## src/rtl/pd_pkg.sv

```systemverilog
package pd_pkg;
  localparam int BYTE_W     = 8;
  localparam int ADDR_BYTES = 6;
  localparam int ADDR_W     = ADDR_BYTES * BYTE_W;
  localparam int QUANTA_W   = 16;
  localparam int CTL_BYTES  = 4;
  localparam int CTL_W      = CTL_BYTES * BYTE_W;
  localparam int POS_W      = 5;
  localparam int NUM_REFS   = 2;

  // byte positions within the frame
  localparam logic [POS_W-1:0] POS_TYPE_HI = POS_W'(12);
  localparam logic [POS_W-1:0] POS_OP_LO   = POS_W'(15);
  localparam logic [POS_W-1:0] POS_DUR_HI  = POS_W'(16);
  localparam logic [POS_W-1:0] POS_DUR_LO  = POS_W'(17);
  localparam logic [POS_W-1:0] POS_SAT     = POS_W'(18);
  localparam logic [POS_W-1:0] POS_ADDR_END = POS_W'(ADDR_BYTES);

  localparam logic [ADDR_W-1:0] RSV_MCAST = 48'h0180_C200_0001;
  localparam logic [CTL_W-1:0]  CTL_WORD  = 32'h8808_0001;
endpackage

```

## src/rtl/pd_byte_pos.sv

```systemverilog
module pd_byte_pos
  import pd_pkg::*;
(
  input  logic             clk,
  input  logic             rst_n,
  input  logic             beat,
  input  logic             sof,
  output logic [POS_W-1:0] cur_pos
);
  logic [POS_W-1:0] pos_q, pos_d;

  always_comb begin
    cur_pos = sof ? '0 : pos_q;
    pos_d   = (cur_pos >= POS_SAT) ? POS_SAT : cur_pos + POS_W'(1);
  end

  always_ff @(posedge clk or negedge rst_n) begin
    if (!rst_n)    pos_q <= POS_SAT;
    else if (beat) pos_q <= pos_d;
  end

  // a start beat sends the next position to 1
  a_r12_sof_restart: assert property (@(posedge clk) disable iff (!rst_n)
    (beat && sof) |=> (pos_q == POS_W'(1)));
endmodule

```

## src/rtl/pd_addr_cmp.sv

```systemverilog
module pd_addr_cmp
  import pd_pkg::*;
(
  input  logic              clk,
  input  logic              rst_n,
  input  logic              beat,
  input  logic [POS_W-1:0]  cur_pos,
  input  logic [BYTE_W-1:0] data,
  input  logic [ADDR_W-1:0] ref_addr,
  output logic              match
);
  logic              match_q, match_d;
  logic [BYTE_W-1:0] ref_byte;

  always_comb begin
    ref_byte = '0;
    for (int k = 0; k < ADDR_BYTES; k++) begin
      if (cur_pos == POS_W'(k)) ref_byte = ref_addr[ADDR_W-1-BYTE_W*k -: BYTE_W];
    end
    if (cur_pos == '0)              match_d = (data == ref_byte);
    else if (cur_pos < POS_ADDR_END) match_d = match_q && (data == ref_byte);
    else                            match_d = match_q;
  end

  always_ff @(posedge clk or negedge rst_n) begin
    if (!rst_n)    match_q <= 1'b0;
    else if (beat) match_q <= match_d;
  end

  assign match = match_q;

  // bytes past the destination field leave the verdict untouched
  a_r5_addr_frozen: assert property (@(posedge clk) disable iff (!rst_n)
    (beat && cur_pos >= POS_ADDR_END) |=> $stable(match_q));
endmodule

```

## src/rtl/pd_ctl_field.sv

```systemverilog
module pd_ctl_field
  import pd_pkg::*;
(
  input  logic                clk,
  input  logic                rst_n,
  input  logic                beat,
  input  logic [POS_W-1:0]    cur_pos,
  input  logic [BYTE_W-1:0]   data,
  output logic                ctl_ok,
  output logic [QUANTA_W-1:0] quanta_now
);
  logic                ctl_q, ctl_d;
  logic [QUANTA_W-1:0] dur_q, dur_d;
  logic [BYTE_W-1:0]   want;

  always_comb begin
    want = '0;
    for (int k = 0; k < CTL_BYTES; k++) begin
      if (cur_pos == POS_TYPE_HI + POS_W'(k)) want = CTL_WORD[CTL_W-1-BYTE_W*k -: BYTE_W];
    end
    if (cur_pos == POS_TYPE_HI)
      ctl_d = (data == want);
    else if (cur_pos > POS_TYPE_HI && cur_pos <= POS_OP_LO)
      ctl_d = ctl_q && (data == want);
    else
      ctl_d = ctl_q;

    dur_d = dur_q;
    if (cur_pos == POS_DUR_HI) dur_d = {data, dur_q[BYTE_W-1:0]};
    if (cur_pos == POS_DUR_LO) dur_d = {dur_q[QUANTA_W-1:BYTE_W], data};
  end

  always_ff @(posedge clk or negedge rst_n) begin
    if (!rst_n) begin
      ctl_q <= 1'b0;
      dur_q <= '0;
    end else if (beat) begin
      ctl_q <= ctl_d;
      dur_q <= dur_d;
    end
  end

  assign ctl_ok     = ctl_q;
  assign quanta_now = dur_d;

  // type/opcode verdict holds once position 16 is reached
  a_r7_ctl_frozen: assert property (@(posedge clk) disable iff (!rst_n)
    (beat && cur_pos >= POS_DUR_HI) |=> $stable(ctl_q));
endmodule

```

## src/rtl/pause_detect.sv

```systemverilog
module pause_detect
  import pd_pkg::*;
(
  input  logic                clk,
  input  logic                rst_n,
  input  logic                rx_valid,
  input  logic                rx_sof,
  input  logic                rx_eof,
  input  logic [7:0]          rx_data,
  input  logic                rx_good,
  input  logic [47:0]         station_addr,
  input  logic                full_duplex,
  input  logic                flow_ctl_en,
  output logic                pause_hit,
  output logic [15:0]         pause_quanta
);
  logic [POS_W-1:0]    cur_pos;
  logic [ADDR_W-1:0]   refs [NUM_REFS];
  logic [NUM_REFS-1:0] addr_hit;
  logic                ctl_ok;
  logic [QUANTA_W-1:0] quanta_now;
  logic                qualify, hit_d;
  logic [QUANTA_W-1:0] quanta_d;

  assign refs[0] = RSV_MCAST;
  assign refs[1] = station_addr;

  pd_byte_pos u_pos (
    .clk(clk), .rst_n(rst_n), .beat(rx_valid), .sof(rx_sof), .cur_pos(cur_pos)
  );

  for (genvar g = 0; g < NUM_REFS; g++) begin : g_addr
    pd_addr_cmp u_cmp (
      .clk(clk), .rst_n(rst_n), .beat(rx_valid), .cur_pos(cur_pos),
      .data(rx_data), .ref_addr(refs[g]), .match(addr_hit[g])
    );
  end

  pd_ctl_field u_ctl (
    .clk(clk), .rst_n(rst_n), .beat(rx_valid), .cur_pos(cur_pos),
    .data(rx_data), .ctl_ok(ctl_ok), .quanta_now(quanta_now)
  );

  always_comb begin
    qualify  = rx_valid && rx_eof && rx_good && full_duplex && flow_ctl_en &&
               (cur_pos >= POS_DUR_LO) && (|addr_hit) && ctl_ok;
    hit_d    = qualify;
    quanta_d = qualify ? quanta_now : '0;
  end

  always_ff @(posedge clk or negedge rst_n) begin
    if (!rst_n) begin
      pause_hit    <= 1'b0;
      pause_quanta <= '0;
    end else begin
      pause_hit    <= hit_d;
      pause_quanta <= quanta_d;
    end
  end

  // single-cycle pulse
  a_r11_one_shot: assert property (@(posedge clk) disable iff (!rst_n)
    pause_hit |=> !pause_hit);
  // both enables required
  a_r1_enable_gate: assert property (@(posedge clk) disable iff (!rst_n)
    !(full_duplex && flow_ctl_en) |=> !pause_hit);
  // pulse follows a good end beat
  a_r9_good_end: assert property (@(posedge clk) disable iff (!rst_n)
    pause_hit |-> $past(rx_valid && rx_eof && rx_good));
  // pulse needs the end beat at position 17 or later
  a_r10_min_length: assert property (@(posedge clk) disable iff (!rst_n)
    pause_hit |-> ($past(cur_pos) >= POS_DUR_LO));
endmodule

```

## config.mk

```make
export PLATFORM = sky130hd
export DESIGN_NAME = pause_detect
export DESIGN_NICKNAME = d
export VERILOG_FILES = /design/src/rtl/pd_pkg.sv /design/src/rtl/pd_byte_pos.sv /design/src/rtl/pd_addr_cmp.sv /design/src/rtl/pd_ctl_field.sv /design/src/rtl/pause_detect.sv
export SDC_FILE = /design/constraint.sdc
export NUM_CORES = 1
export LEC_CHECK = 0
export BUFFER_PORTS_ARGS = -buffer_cell sky130_fd_sc_hd__buf_2
export CORE_ASPECT_RATIO = 0.5
export CORE_MARGIN = 2
export CORE_UTILIZATION = 52
export CTS_CLUSTER_DIAMETER = 80
export DETAILED_ROUTE_END_ITERATION = 6
export PLACE_DENSITY = 0.87
export REMOVE_ABC_BUFFERS = 1
export SLEW_MARGIN = 20
export SYNTH_ARGS = -nofsm -noshare
export SYNTH_HDL_FRONTEND = slang
export SYNTH_SLANG_ARGS = --single-unit
```

## constraint.sdc

```tcl
create_clock -name clk -period 3.6 [get_ports clk]
set_input_delay 0.72 -clock clk [delete_from_list [all_inputs] [get_ports clk]]
set_output_delay 0.72 -clock clk [all_outputs]
set_load 0.005 [all_outputs]
```

# Yosys cells after proc, flatten, opt, wreduce, memory -nomap -nowiden
# Index checks and enable logic that the tools add are counted.
# W data, S select, Z words.
[totals]
ff_bits = 41
latch_bits = 0
ram_bits = 0
rom_bits = 0
in_bits = 64
output_inout_bits = 17
memories = 0
[op_classes]
n_addsub = 1
mul = 0
div = 0
magnitude_cmp = 5
eq_ne = 14
n_shift = 0
muxes = 27
bitwise = 0
n_reduce_logical = 17
[op_table]
columns = ["op", "n"]
rows = [
  ["$mux W8", 15],
  ["$mux W16", 3],
  ["$eq A8 B8 Y1", 3],
  ["$eq A5 B4 Y1 const B", 4],
  ["$logic_and A1 B1 Y1", 11],
  ["$eq A5 B2 Y1 const B", 2],
  ["$eq A5 B3 Y1 const B", 2],
  ["$eq A5 B5 Y1 const B", 2],
  ["$ge A5 B5 Y1 const B", 2],
  ["$mux W5", 2],
  ["$mux W1", 7],
  ["$add A5 B1 Y5 const B", 1],
  ["$eq A5 B1 Y1 const B", 1],
  ["$gt A5 B4 Y1 const B", 1],
  ["$le A5 B4 Y1 const B", 1],
  ["$logic_not A5 Y1", 1],
  ["$lt A5 B3 Y1 const B", 1],
  ["$reduce_and A2 Y1", 2],
  ["$reduce_bool A2 Y1", 2],
  ["$reduce_or A2 Y1", 1],
]

# Depth between registers and ports, before layout
[logic_depth]
ltp_word = 12
depth_mapped = 12
mapped_depth_nobuf = 10

# By module
# A second synthesis with hierarchy kept.
[hier_totals]
cells_unflattened = 345
area_unflattened_um2 = 3422.0
[by_module_without_submodules]
columns = ["mod", "n_inst", "cells_per_inst", "area_per_inst_um2", "seq_area_each_um2"]
rows = [
  ["pd_addr_cmp", 2, 96, 760.7, 25.0],
  ["pd_ctl_field", 1, 67, 950.9, 425.4],
  ["pause_detect", 1, 52, 643.1, 425.4],
  ["pd_byte_pos", 1, 34, 306.5, 127.6],
]

# Worst setup path before layout
# No wires, ideal clock.
[synth_path]
path_type = "reg2reg"
startpoint = "reg u_pos.pos_q[1]"
endpoint = "reg g_addr[1].u_cmp.match_q"
setup_ns = 0.092
arrival_ns = 2.567
required_ns = 3.508
path_slack_ns = 0.942
path_stages_with_launch = 13
path_buffers = 3
synth_period_minus_slack_ns = 2.658
path_cell_list = "dfstp_2 -> buf_2 -> buf_1 -> nand2b_1 -> inv_1 -> ha_1 -> clkbuf_1 -> a21oi_1 -> a32oi_1 -> mux2_2 -> o31ai_1 -> nand4_1 -> o31ai_2"
[synth_between]
elab_chain_cells = 12
[synth_rtl]
columns = ["item", "line", "text"]
rows = [
  ["start: declaration", "pd_byte_pos.sv:10", "logic [POS_W-1:0] pos_q, pos_d;"],
  ["start signal: assignment", "pd_byte_pos.sv:19", "else if (beat) pos_q <= pos_d;"],
  ["$mux W5 *", "pd_byte_pos.sv:13", "cur_pos = sof ? '0 : pos_q;"],
  ["$logic_not A5 Y1", "pd_addr_cmp.sv:18, pd_addr_cmp.sv:20", ""],
  ["$mux W8 (6 in a row)", "pd_addr_cmp.sv:18", "if (cur_pos == POS_W'(k)) ref_byte = ref_addr[ADDR_W-1-BYTE_W*k -: BYTE_W];"],
  ["$eq A8 B8 Y1", "pd_addr_cmp.sv:20, pd_addr_cmp.sv:21", ""],
  ["$logic_and A1 B1 Y1", "pd_addr_cmp.sv:21", "else if (cur_pos < POS_ADDR_END) match_d = match_q && (data == ref_byte);"],
  ["$mux W1", "pd_addr_cmp.sv:21", ""],
  ["$mux W1", "pd_addr_cmp.sv:20", "if (cur_pos == '0) match_d = (data == ref_byte);"],
  ["end signal: assignment", "pd_addr_cmp.sv:27", "else if (beat) match_q <= match_d;"],
  ["end: declaration", "pd_addr_cmp.sv:12", "logic match_q, match_d;"],
]
# Mark *: on every way between the ends. The rest lies on a longest branch, timed or not. The select of a mux whose other input is x is not followed.
# A chain may end at the register's enable or synchronous reset.

# Worst setup path after layout
[layout_path]
startpoint = "reg u_pos.pos_q[0]"
endpoint = "reg g_addr[1].u_cmp.match_q"
# The elaborated chain is that of the path after synthesis.

==> flow_summary.json <==
{
  "yosys_warnings": 0,
  "dpl.hpwl_microns": 5580,
  "yosys.area.top_type": "dfrtp_1",
  "via_per_inst": 5.95,
  "p_total_mw": 1.53,
  "final_max_slew_viol_count": 0,
  "critPathLaunchType": "flip-flop",
  "drc": 0,
  "antenna_found_initial": 0,
  "slowest_stage": "dfrtp_1",
  "synthArstFlopShare_pct": 100,
  "io_pins": 81,
  "ys.flop_type": "dfrtp_1",
  "fin_ws_ns": 0.576,
  "yosys.cell_types.count": 55,
  "netlist_instances": 301,
  "ir_worst_vdd_mv": 0.257,
  "path_cells": "nor2b_1, ha_1, nor2b_1, a221o_1, a31oi_1, mux2i_1, nand4_1, o31ai_2",
  "grt_max_degree": 42,
  "wire_per_inst_microns": 17.2,
  "crit_required_ns": 3.82,
  "power_leakage_nw": 1.48,
  "critPathMaxFanout": 16,
  "stdcell_area_sq_mm": 0.00316,
  "power_density_mw_per_mm2": 485,
  "finalHoldViolations": 0,
  "post-route-min-period_ns": 3.02,
  "syn_to_final_growth_pct": 20.1,
  "hold_ws_ns": 0.487,
  "drt-initial-drc-count": 150,
  "yosysTopAreaCellShare_pct": 37.1,
  "final_cells": 441,
  "setup_viol": 0,
  "synth_seq_area_share_pct": 39.1,
  "placementRows": 18,
  "port_buffers": 80,
  "hold_path.class": "flip-flop to flip-flop",
  "synth-seq-cells": 41,
  "max_stage_delay_ns": 0.64,
  "cts_tree": "built",
  "slew_headroom_pct": 39.3,
  "final.period_utilization_pct": 84.0,
  "grt_pass1_vias": 2321,
  "pre_cts_ws_ns": 0.381,
  "critPathKind": "flip-flop to flip-flop",
  "avgSynthCellArea_sq_um": 8.74,
  "holdBufCountCts": 0,
  "start_util_pct": 53.6,
  "rsz0062_at_grt": "false",
  "clk_latency_ns": 0.30,
  "place.gp.congestion": 1.03,
  "grt_pass1_wl_microns": 11700,
  "synth.cell_area_sq_mm": 0.00263,
  "cts_setup_buffers": 0,
  "dp.cells": 433,
  "cts.htree.levels": 2,
  "worstPathArrival_ns": 3.24,
  "cts_inserted_buffers": 5,
  "firstDrtPassIters": 5,
  "path_common_cell": "nor2b_1",
  "grtUsageTotal_pct": 26.8,
  "post_dp_cell_area_sq_mm": 0.00304,
  "worstMarginPinSlew_ns": 0.910,
  "via_count": 2622,
  "synth_edf_count": 0,
  "postRouteAntennaNets": 0,
  "synth_most_common_cell": "dfrtp_1",
  "final_nets": 437,
  "synth_top_cells_by_count": "dfrtp_1 (39), nor2_1 (32), nand2_1 (30)",
  "cap_violations": 0,
  "end_kind": "flip-flop",
  "core_sq_mm": 0.00491,
  "clk_pin_slew_ns": 0.09,
  "dieWidth_microns": 105,
  "dieHeight_microns": 54.3,
  "drive_above_1_share_pct": 30.2,
  "cts_max_path_buffers": 2,
  "fmax_ghz": 0.331,
  "status": "finished clean",
  "clkSinkCount": 41,
  "wirelength_microns": 7570,
  "diodes": 0,
  "synth.area.top_cells": "dfrtp_1 (37%), mux2i_1 (5.3%), nor2_1 (4.6%)",
  "gr-total-overflow": 0,
  "utilization_pct": 64.3,
  "cts-root-buf": "clkbuf_8",
  "setup-tns-final_ns": 0,
  "cts_resized": 0,
  "die_area_sq_mm": 0.00568,
  "worst_clock_skew_ns": 0.0113
}
report_power, final:
| group | switching [mW] | internal, mW | leakage, nW |
|---|---|---|---|
| clock network | 0.173 | 0.208 | 0.0543 |
| registers | 0.0924 | 0.569 | 0.538 |
| logic | 0.267 | 0.225 | 0.889 |
| total | 0.532 | 1.00 | 1.48 |
cell usage in the layout (no fill, tap or decap), types with 6 or more instances in the layout:
master,netlist,layout
buf_2,6,80
mux2_2,8,8
inv_1,13,13
nor2_1,32,32
nand2b_1,6,6
a31oi_1,8,8
o21ai_0,19,19
mux2i_1,14,14
nand3_1,7,7
dfrtp_1,39,39
a21oi_1,16,16
nor3_1,11,11
o22ai_1,8,8
nand2_1,30,30
flip-flops by register name, summed over array words and instances, names as in the netlist:
| signal | count |
|---|---|
| g_addr.u_cmp.match | 2 |
| pause_hit | 1 |
| pause_quanta | 16 |
| u_ctl.ctl_ok | 1 |
| u_ctl.dur_q | 16 |
| u_pos.pos_q | 5 |
layout make-up:
type	instances	area, sq um
Clock buffer	5	68.8
Sequential cell	41	1030
Inverter	13	48.8
Clock inverter	3	46.3
Multi-Input combinational cell	226	1460
Fill cell	436	1750
Timing Repair Buffer	83	423
Tap cell	70	87.6
kinds of logic (layout without fill, tap and decap cells):
kind of cell | Yosys count | after routing | share of synthesized area (%)
buffers and inverters | 34 | 104 | 5.56
multiplexers | 23 | 23 | 9.18
AND/OR/NAND/NOR | 112 | 112 | 21.8
XOR/XNOR | 6 | 6 | 2.00
adder cells (fa/ha/maj) | 3 | 3 | 1.43
flip-flops | 41 | 41 | 39.1
AO/OA/AOI/OAI | 82 | 82 | 21.0
layer usage:
layer,vias up,global-route usage [%],wire [microns]
met1,1262,35.9,3390
li1,1240,-,-
met3,12,4.52,535
met5,-,0,0
met4,0,8.44,110
met2,108,46.0,3530
path summary, 6_finish.rpt:
check | start | to | slack [ns] | depth (start not counted)
max in group asynchronous | rst_n | u_ctl.dur_q[1] | 2.48 | 1
min in group asynchronous | rst_n | u_ctl.ctl_ok | 0.54 | 1
worst max-delay path | u_pos.pos_q[0] | g_addr[1].u_cmp.match | 0.58 | 8
worst max register to register | u_pos.pos_q[0] | g_addr[1].u_cmp.match | 0.58 | 8
worst min register to register | u_ctl.dur_q[4] | u_ctl.dur_q[4] | 0.49 | 2
worst min-delay path | u_ctl.dur_q[4] | u_ctl.dur_q[4] | 0.49 | 2
critical path: cells and delay by family (launching register included):
kind | cells | cell delay (ns)
compound gates | 3 | 0.75
simple gates | 3 | 0.75
mux | 1 | 0.22
flops | 1 | 0.64
fa+ha+maj | 1 | 0.56
Note: power is estimated with default switching activity, not from simulation.
